--- src/rtl/btp_pkg.sv ---
package btp_pkg;
  // Two-bit confidence state; the upper bit is the predicted direction.
  typedef enum logic [1:0] {
    CTR_STRONG_NT = 2'd0,
    CTR_WEAK_NT   = 2'd1,
    CTR_WEAK_T    = 2'd2,
    CTR_STRONG_T  = 2'd3
  } ctr_e;

  localparam int CTR_W = 2;
endpackage

--- src/rtl/btp_sat_ctr.sv ---
module btp_sat_ctr
  import btp_pkg::*;
(
  input  ctr_e cur,
  input  logic taken,
  output ctr_e nxt
);
  always_comb begin
    case (cur)
      CTR_STRONG_NT: nxt = taken ? CTR_WEAK_NT  : CTR_STRONG_NT;
      CTR_WEAK_NT:   nxt = taken ? CTR_WEAK_T   : CTR_STRONG_NT;
      CTR_WEAK_T:    nxt = taken ? CTR_STRONG_T : CTR_WEAK_NT;
      default:       nxt = taken ? CTR_STRONG_T : CTR_WEAK_T;
    endcase
  end

  // the counter holds at its ends
  always_comb begin
    if (taken && cur == CTR_STRONG_T)
      assert_sat_high_R4: assert (nxt == CTR_STRONG_T);
    if (!taken && cur == CTR_STRONG_NT)
      assert_sat_low_R4: assert (nxt == CTR_STRONG_NT);
  end
endmodule

--- src/rtl/btp_store.sv ---
module btp_store #(
  parameter int PC_W  = 32,
  parameter int IDX_W = 4,
  parameter int NRD   = 2
) (
  input  logic                       clk,
  input  logic                       rst_n,
  input  logic [NRD-1:0][IDX_W-1:0]  rd_idx,
  output logic [NRD-1:0]             rd_valid,
  output logic [NRD-1:0][PC_W-1:0]   rd_tag,
  output logic [NRD-1:0][1:0]        rd_ctr,
  output logic [PC_W-1:0]            rd_tgt,
  input  logic                       wr_en,
  input  logic                       wr_alloc,
  input  logic                       wr_tgt_en,
  input  logic [IDX_W-1:0]           wr_idx,
  input  logic [PC_W-1:0]            wr_tag,
  input  logic [PC_W-1:0]            wr_tgt,
  input  logic [1:0]                 wr_ctr
);
  localparam int DEPTH = 1 << IDX_W;

  logic [DEPTH-1:0] valid_q;
  logic [PC_W-1:0]  tag_q [DEPTH];
  logic [PC_W-1:0]  tgt_q [DEPTH];
  logic [1:0]       ctr_q [DEPTH];

  always_ff @(posedge clk) begin
    if (!rst_n)
      valid_q <= '0;
    else if (wr_en && wr_alloc)
      valid_q[wr_idx] <= 1'b1;
  end

  // Payload needs no reset: an empty slot is never read as a hit.
  always_ff @(posedge clk) begin
    if (rst_n && wr_en) begin
      ctr_q[wr_idx] <= wr_ctr;
      if (wr_alloc)  tag_q[wr_idx] <= wr_tag;
      if (wr_tgt_en) tgt_q[wr_idx] <= wr_tgt;
    end
  end

  for (genvar p = 0; p < NRD; p++) begin : g_rd
    assign rd_valid[p] = valid_q[rd_idx[p]];
    assign rd_tag[p]   = tag_q[rd_idx[p]];
    assign rd_ctr[p]   = ctr_q[rd_idx[p]];
  end
  assign rd_tgt = tgt_q[rd_idx[0]];

  // reset empties the whole table
  assert_clear_on_reset_R1: assert property (@(posedge clk)
    !rst_n |=> (valid_q == '0));

  // an allocation leaves an occupied slot holding the full PC
  assert_alloc_tag_R5: assert property (@(posedge clk) disable iff (!rst_n)
    (wr_en && wr_alloc) |=> (valid_q[$past(wr_idx)] && (tag_q[$past(wr_idx)] == $past(wr_tag))));
endmodule

--- src/rtl/btp_resolve.sv ---
module btp_resolve
  import btp_pkg::*;
#(
  parameter int PC_W = 32
) (
  input  logic            upd_valid,
  input  logic [PC_W-1:0] upd_pc,
  input  logic [PC_W-1:0] upd_target,
  input  logic            upd_taken,
  input  logic            upd_is_ctrl,
  input  logic [PC_W-1:0] upd_pred_pc,
  input  logic            ent_valid,
  input  logic [PC_W-1:0] ent_tag,
  input  logic [1:0]      ent_ctr,
  output logic            mispredict,
  output logic [PC_W-1:0] redirect_pc,
  output logic            wr_en,
  output logic            wr_alloc,
  output logic            wr_tgt_en,
  output logic [1:0]      wr_ctr
);
  logic ent_hit;
  logic go_taken;
  ctr_e ctr_nxt;

  assign ent_hit  = ent_valid && (ent_tag == upd_pc);
  assign go_taken = upd_is_ctrl && upd_taken;

  btp_sat_ctr u_ctr (
    .cur   (ctr_e'(ent_ctr)),
    .taken (upd_taken),
    .nxt   (ctr_nxt)
  );

  always_comb begin
    redirect_pc = go_taken ? upd_target : upd_pc + PC_W'(4);
    mispredict  = upd_valid && (redirect_pc != upd_pred_pc);
    wr_en       = upd_valid && upd_is_ctrl && (ent_hit || upd_taken);
    wr_alloc    = !ent_hit;
    wr_tgt_en   = !ent_hit || (mispredict && upd_taken);
    wr_ctr      = ent_hit ? 2'(ctr_nxt) : 2'(CTR_WEAK_T);
  end

  // only a taken control instruction may claim a slot
  always_comb begin
    if (wr_en && wr_alloc)
      assert_alloc_taken_R6: assert (upd_taken && upd_is_ctrl);
  end
endmodule

--- src/rtl/branch_target_predictor.sv ---
module branch_target_predictor #(
  parameter int PC_W  = 32,
  parameter int IDX_W = 4
) (
  input  logic            clk,
  input  logic            rst_n,
  input  logic [PC_W-1:0] lk_pc,
  output logic            lk_hit,
  output logic            lk_taken,
  output logic [PC_W-1:0] lk_next_pc,
  input  logic            upd_valid,
  input  logic [PC_W-1:0] upd_pc,
  input  logic [PC_W-1:0] upd_target,
  input  logic            upd_taken,
  input  logic            upd_is_ctrl,
  input  logic [PC_W-1:0] upd_pred_pc,
  output logic            mispredict,
  output logic [PC_W-1:0] redirect_pc
);
  localparam int NRD     = 2;
  localparam int RD_LOOK = 0;
  localparam int RD_UPD  = 1;
  localparam int IDX_LO  = 2;
  localparam int IDX_HI  = IDX_W + IDX_LO - 1;

  logic [NRD-1:0][IDX_W-1:0] rd_idx;
  logic [NRD-1:0]            rd_valid;
  logic [NRD-1:0][PC_W-1:0]  rd_tag;
  logic [NRD-1:0][1:0]       rd_ctr;
  logic [PC_W-1:0]           rd_tgt;
  logic                      wr_en, wr_alloc, wr_tgt_en;
  logic [1:0]                wr_ctr;

  assign rd_idx[RD_LOOK] = lk_pc[IDX_HI:IDX_LO];
  assign rd_idx[RD_UPD]  = upd_pc[IDX_HI:IDX_LO];

  btp_store #(.PC_W(PC_W), .IDX_W(IDX_W), .NRD(NRD)) u_store (
    .clk       (clk),
    .rst_n     (rst_n),
    .rd_idx    (rd_idx),
    .rd_valid  (rd_valid),
    .rd_tag    (rd_tag),
    .rd_ctr    (rd_ctr),
    .rd_tgt    (rd_tgt),
    .wr_en     (wr_en),
    .wr_alloc  (wr_alloc),
    .wr_tgt_en (wr_tgt_en),
    .wr_idx    (rd_idx[RD_UPD]),
    .wr_tag    (upd_pc),
    .wr_tgt    (upd_target),
    .wr_ctr    (wr_ctr)
  );

  btp_resolve #(.PC_W(PC_W)) u_resolve (
    .upd_valid   (upd_valid),
    .upd_pc      (upd_pc),
    .upd_target  (upd_target),
    .upd_taken   (upd_taken),
    .upd_is_ctrl (upd_is_ctrl),
    .upd_pred_pc (upd_pred_pc),
    .ent_valid   (rd_valid[RD_UPD]),
    .ent_tag     (rd_tag[RD_UPD]),
    .ent_ctr     (rd_ctr[RD_UPD]),
    .mispredict  (mispredict),
    .redirect_pc (redirect_pc),
    .wr_en       (wr_en),
    .wr_alloc    (wr_alloc),
    .wr_tgt_en   (wr_tgt_en),
    .wr_ctr      (wr_ctr)
  );

  // Fetch-side choice of next PC
  always_comb begin
    lk_hit     = rd_valid[RD_LOOK] && (rd_tag[RD_LOOK] == lk_pc);
    lk_taken   = lk_hit && rd_ctr[RD_LOOK][1];
    lk_next_pc = lk_taken ? rd_tgt : lk_pc + PC_W'(4);
  end

  // without a taken prediction fetch falls through
  assert_fallthrough_R2: assert property (@(posedge clk) disable iff (!rst_n)
    !lk_taken |-> (lk_next_pc == lk_pc + PC_W'(4)));

  // beats for non-control instructions never write the table
  assert_nonctrl_quiet_R6: assert property (@(posedge clk) disable iff (!rst_n)
    (upd_valid && !upd_is_ctrl) |-> !wr_en);

  // a raised mispredict always points somewhere new
  assert_redirect_differs_R7: assert property (@(posedge clk) disable iff (!rst_n)
    mispredict |-> (redirect_pc != upd_pred_pc));

  // no mispredict outside a training beat
  assert_misp_needs_beat_R7: assert property (@(posedge clk) disable iff (!rst_n)
    !upd_valid |-> !mispredict);
endmodule

--- config.mk ---
export PLATFORM = sky130hd
export DESIGN_NAME = branch_target_predictor
export DESIGN_NICKNAME = d
export VERILOG_FILES = /design/src/rtl/btp_pkg.sv /design/src/rtl/btp_sat_ctr.sv /design/src/rtl/btp_store.sv /design/src/rtl/btp_resolve.sv /design/src/rtl/branch_target_predictor.sv
export SDC_FILE = /design/constraint.sdc
export NUM_CORES = 2
export LEC_CHECK = 0
export ABC_CLOCK_PERIOD_IN_PS = 6550
export BUFFER_PORTS_ARGS = -buffer_cell sky130_fd_sc_hd__buf_2
export CAP_MARGIN = 30
export CELL_PAD_IN_SITES_DETAIL_PLACEMENT = 1
export CELL_PAD_IN_SITES_GLOBAL_PLACEMENT = 2
export CORE_ASPECT_RATIO = 1.2
export CORE_UTILIZATION = 37
export CTS_BUF_LIST = sky130_fd_sc_hd__clkbuf_8
export DETAILED_ROUTE_END_ITERATION = 7
export HOLD_SLACK_MARGIN = 0.06
export PLACE_DENSITY_LB_ADDON = 0.1
export SYNTH_ARGS = -nofsm -noshare
export SYNTH_HDL_FRONTEND = slang
export SYNTH_SLANG_ARGS = --single-unit
--- constraint.sdc ---
create_clock -name clk -period 6.55 [get_ports clk]
set_clock_uncertainty 0.2 [all_clocks]
set_input_delay 1.31 -clock clk [delete_from_list [all_inputs] [get_ports clk]]
set_output_delay 1.31 -clock clk [all_outputs]
set_load 0.02 [all_outputs]
==> results.cfg <==
[power]
netSwitchingFraction_pct = 25.8
power.share.combinational_pct = 10.0
sequential_power_share_pct = 52.0
power.share.clock_pct = 38.0
net_switching_w = 0.00375
power.internal_w = 0.0108
pwr_density_cell_nw_per_um2 = 248
vdd.ir_drop.worst_mv = 0.185
p_leak_nw = 19.8

[status]
run_status = completed

[clocking]
cts_buffers = 178
clk_pin_slew_worst_paths_ns = 0.05
cts.htree.levels = 4
ctsRootBufferMaster = clkbuf_8
cts.path.max_buffers = 3
clock_tree_from_tritoncts = done
post_cts.repair.setup_buffers = 0
post_cts_hold_buffer_count = 0
clock_sinks = 1072
clkLatencyLatePin_ns = 0.91

[worst_setup_path]
arrival_ns = 4.95
worstSetupPathType = primary input to output pin
reg2reg_depth = 13
timing.critical_path.slowest_cell_delay_ns = 0.69
path_delay_family = simple AND/OR/NAND/NOR gates
timing.critical_path.from_type = primary input
cpMostUsedCell = buf_12
critical_path.n_buffers_inverters = 5
cp_cell_sequence = buf_8 -> buf_4 -> nor2b_1 -> a22oi_1 -> nand3_1 -> o21ai_0 -> xor2_1 -> or4b_2 -> nor4_1 -> nand4_1 -> buf_12 -> buf_12 -> mux2_2 -> buf_2
setup.worst_path.end_class = output pin
crit_cells = 14
critical_path_peak_fanout = 16
crit_required_ns = 5.04
critical_path.slowest_cell = or4b_2

[synthesis]
synthesis.instances = 2793
netlist-cell-type-count = 76
synth_edf_count = 1056
synth_area_per_cell_um2 = 17.7
fraction_of_synthesis_flops_using_an_asynchronous_set_or_reset_pin_pct = 0
synthesis.yosys.warnings = 0
synth.yosys.seq_area_share_pct = 64.9
netlist_area_um2 = 49400
synth-seq-cells = 1072
ys.flop_type = edfxtp_1
mappedNetlistNets = 2931

[floorplan]
design.die.area_um2 = 135000
die_height_um = 402
floorplan.core_area_um2 = 132000
num_io_pins = 200
placement_rows = 146
floorplan.die.width_um = 335
initial_utilization_pct = 37.4

[cells_and_area]
multi_input_comb_area_um2 = 16600
area_delta_synth_final_pct = 18.6
regArea_um2 = 32000
final_nets = 3419
final_cell_area_um2 = 58500
num-fill-cells = 12700
layout_cell_share_with_drive_strength_beyond_1_pct = 34.3

[drt]
postRouteAntennaNets = 0
vias_per_cell = 5.81
vias_after_detailed_routing = 30300
post-route-drc-count = 0
route.detailed.wl_per_inst_um = 34.6
routed_wl_mm = 181
detail_route.first_pass.iterations = 5
detail_route.iter0.violations = 2614

[sta]
final_critical_period_ns = 6.46
timing_max_transition_violations_final = 0
fmaxAchievable_mhz = 155
timing.slew.headroom_pct = 39.0
hold_violations = 0
worst_pin_slew_ns = 0.912
totalNegativeSetupSlack_ns = 0
final_report_setup_violation_count = 0
rsz0062_at_grt = no
min_period_over_period_pct = 98.6

[global_routing]
gr-total-overflow = 0
use_met2_pct = 45.1
antenna_found_initial = 23
grtUsageMet1_pct = 34.5
via_count_of_the_first_global_routing_pass = 32300
gr-usage-met3_pct = 3.79
largest_net_degree_at_the_start_of_global_routing = 49
grt_util_all_layers_pct = 26.9
grt_first_pass_wirelength_mm = 251
globalRoute.busiestLayer = met2

[placed_design]
dp_hpwl_mm = 126
port_buffers = 199
placed_cell_area_um2 = 55200
gpl_congestion = 0.925

[min_path]
hold-path-cell-count = 2
worst_min_path_class = flip-flop to flip-flop

[job]
drv.max_cap_violation_count = 0
-- layout by cell type, fill, tap and decap left out, types with 22 or more instances in the layout --
| cell type | count |
|---|---|
| mux4_2 | 369 |
| buf_12 | 78 |
| nor2_1 | 56 |
| inv_1 | 77 |
| mux2_2 | 37 |
| a22oi_1 | 49 |
| nand3_1 | 55 |
| nor3_1 | 35 |
| o21ai_0 | 41 |
| clkinv_2 | 22 |
| buf_4 | 216 |
| clkbuf_8 | 179 |
| a21oi_1 | 56 |
| nor2b_1 | 31 |
| xnor2_1 | 92 |
| mux2i_1 | 183 |
| xor2_1 | 62 |
| clkinv_1 | 48 |
| edfxtp_1 | 1056 |
| buf_2 | 191 |
| nand2_1 | 135 |
| nand4_1 | 23 |
-- worst min-delay path: cells and delay by family, from the launching register on --
kind	cells	cell delay [ns]
AND/OR/NAND/NOR	2	0.10
flip-flops	1	0.32
-- cells by family after synthesis --
| family | Yosys count | share of synthesized area, % |
|---|---|---|
| AND/OR/NAND/NOR | 461 | 4.85 |
| multiplexers | 589 | 21.4 |
| flip-flops | 1072 | 64.9 |
| adder cells (fa/ha/maj) | 6 | 0.147 |
| XOR/XNOR | 156 | 2.82 |
| AO/OA/AOI/OAI | 283 | 3.97 |
| buffers and inverters | 226 | 1.91 |
-- Yosys cell counts (11+ instances only) --
master / number / share of area, %
mux2_2: 37 / 0.84
buf_2: 49 / 0.50
nor2_1: 70 / 0.53
and3_1: 18 / 0.23
nand4_1: 23 / 0.29
a31oi_1: 11 / 0.14
a211oi_1: 22 / 0.33
dfxtp_1: 16 / 0.65
edfxtp_1: 1056 / 64
xor2_1: 62 / 1.1
nor3_1: 35 / 0.35
inv_1: 38 / 0.29
buf_1: 44 / 0.33
clkbuf_1: 84 / 0.64
nand3_1: 55 / 0.56
a21oi_1: 58 / 0.59
nor2b_1: 31 / 0.39
xnor2_1: 92 / 1.6
mux4_2: 369 / 17
or3_1: 13 / 0.16
a221oi_1: 12 / 0.21
and2_1: 13 / 0.16
a22oi_1: 49 / 0.75
nor4_1: 13 / 0.16
nand2_1: 136 / 1.0
a22o_1: 13 / 0.23
mux2i_1: 183 / 3.7
o211ai_1: 11 / 0.17
o21ai_0: 41 / 0.42
-- routing by layer --
metal	wire length [um]	up-vias	part of all wire (%)
met5	35	-	0.019
met4	7640	6	4.2
met3	10500	324	5.8
met2	90300	1183	50
met1	72100	16300	40
li1	-	12500	-
-- layout make-up --
type / instances / area share [%]
clock buffers: 179 / 4.21
inverters: 42 / 0.274
well taps: 1776 / 3.80
repair buffers: 492 / 7.25
clock inverters: 136 / 1.29
diodes: 20 / 0.0855
flip-flops and latches: 1072 / 54.7
multi-input cells: 1495 / 28.4
-- registers in the layout, summed over array words and instances (netlist names) --
name             flops
u_store.tgt_q      512
u_store.ctr_q       32
u_store.tag_q      512
u_store.valid_q     16
-- final timing paths --
check / slack [ns] / endpoint / start
worst min-delay path: 0.26 / u_store.valid_q[15] / u_store.valid_q[15]
worst max register to register: 2.06 / u_store.tgt_q[6][28] / u_store.tag_q[7][6]
worst max-delay path: 0.09 / lk_next_pc[3] / lk_pc[3]
worst min register to register: 0.26 / u_store.valid_q[15] / u_store.valid_q[15]
-- power groups by stage --
stage / logic, W / clock network (W) / registers [W]
5_1_grt: 0.00152 / 0.00589 / 0.00756
3_5_place_dp: 0.00145 / 0 / 0.00771
4_1_cts: 0.00145 / 0.00565 / 0.00756
2_1_floorplan: 0.000752 / 0 / 0.00771
3_3_place_gp: 0.00143 / 0 / 0.00771
6_report: 0.00145 / 0.00552 / 0.00757
-- through the flow --
step | setup slack (ns) | instances | util (%) | hold slack (ns) | power (W)
floorplan | -0.525 | 2793 | - | 0.229 | 0.00846
global placement | -0.214 | 4876 | 41.8 | 0.245 | 0.00914
detailed placement | -0.206 | 4876 | 41.8 | 0.259 | 0.00916
CTS | 0.00603 | 5191 | 44.2 | 0.268 | 0.0147
global route | 0.00257 | 5202 | 44.3 | 0.292 | 0.0150
finish | 0.0924 | 5212 | 44.3 | 0.259 | 0.0145
-- what timing repair did --
action / in CTS / in global routing
pin swaps: 0 / 0
endpoints found under the setup margin: 34 / 28
resized for setup: 3 / 5
No activity file was read; power rests on OpenSTA's default activity.
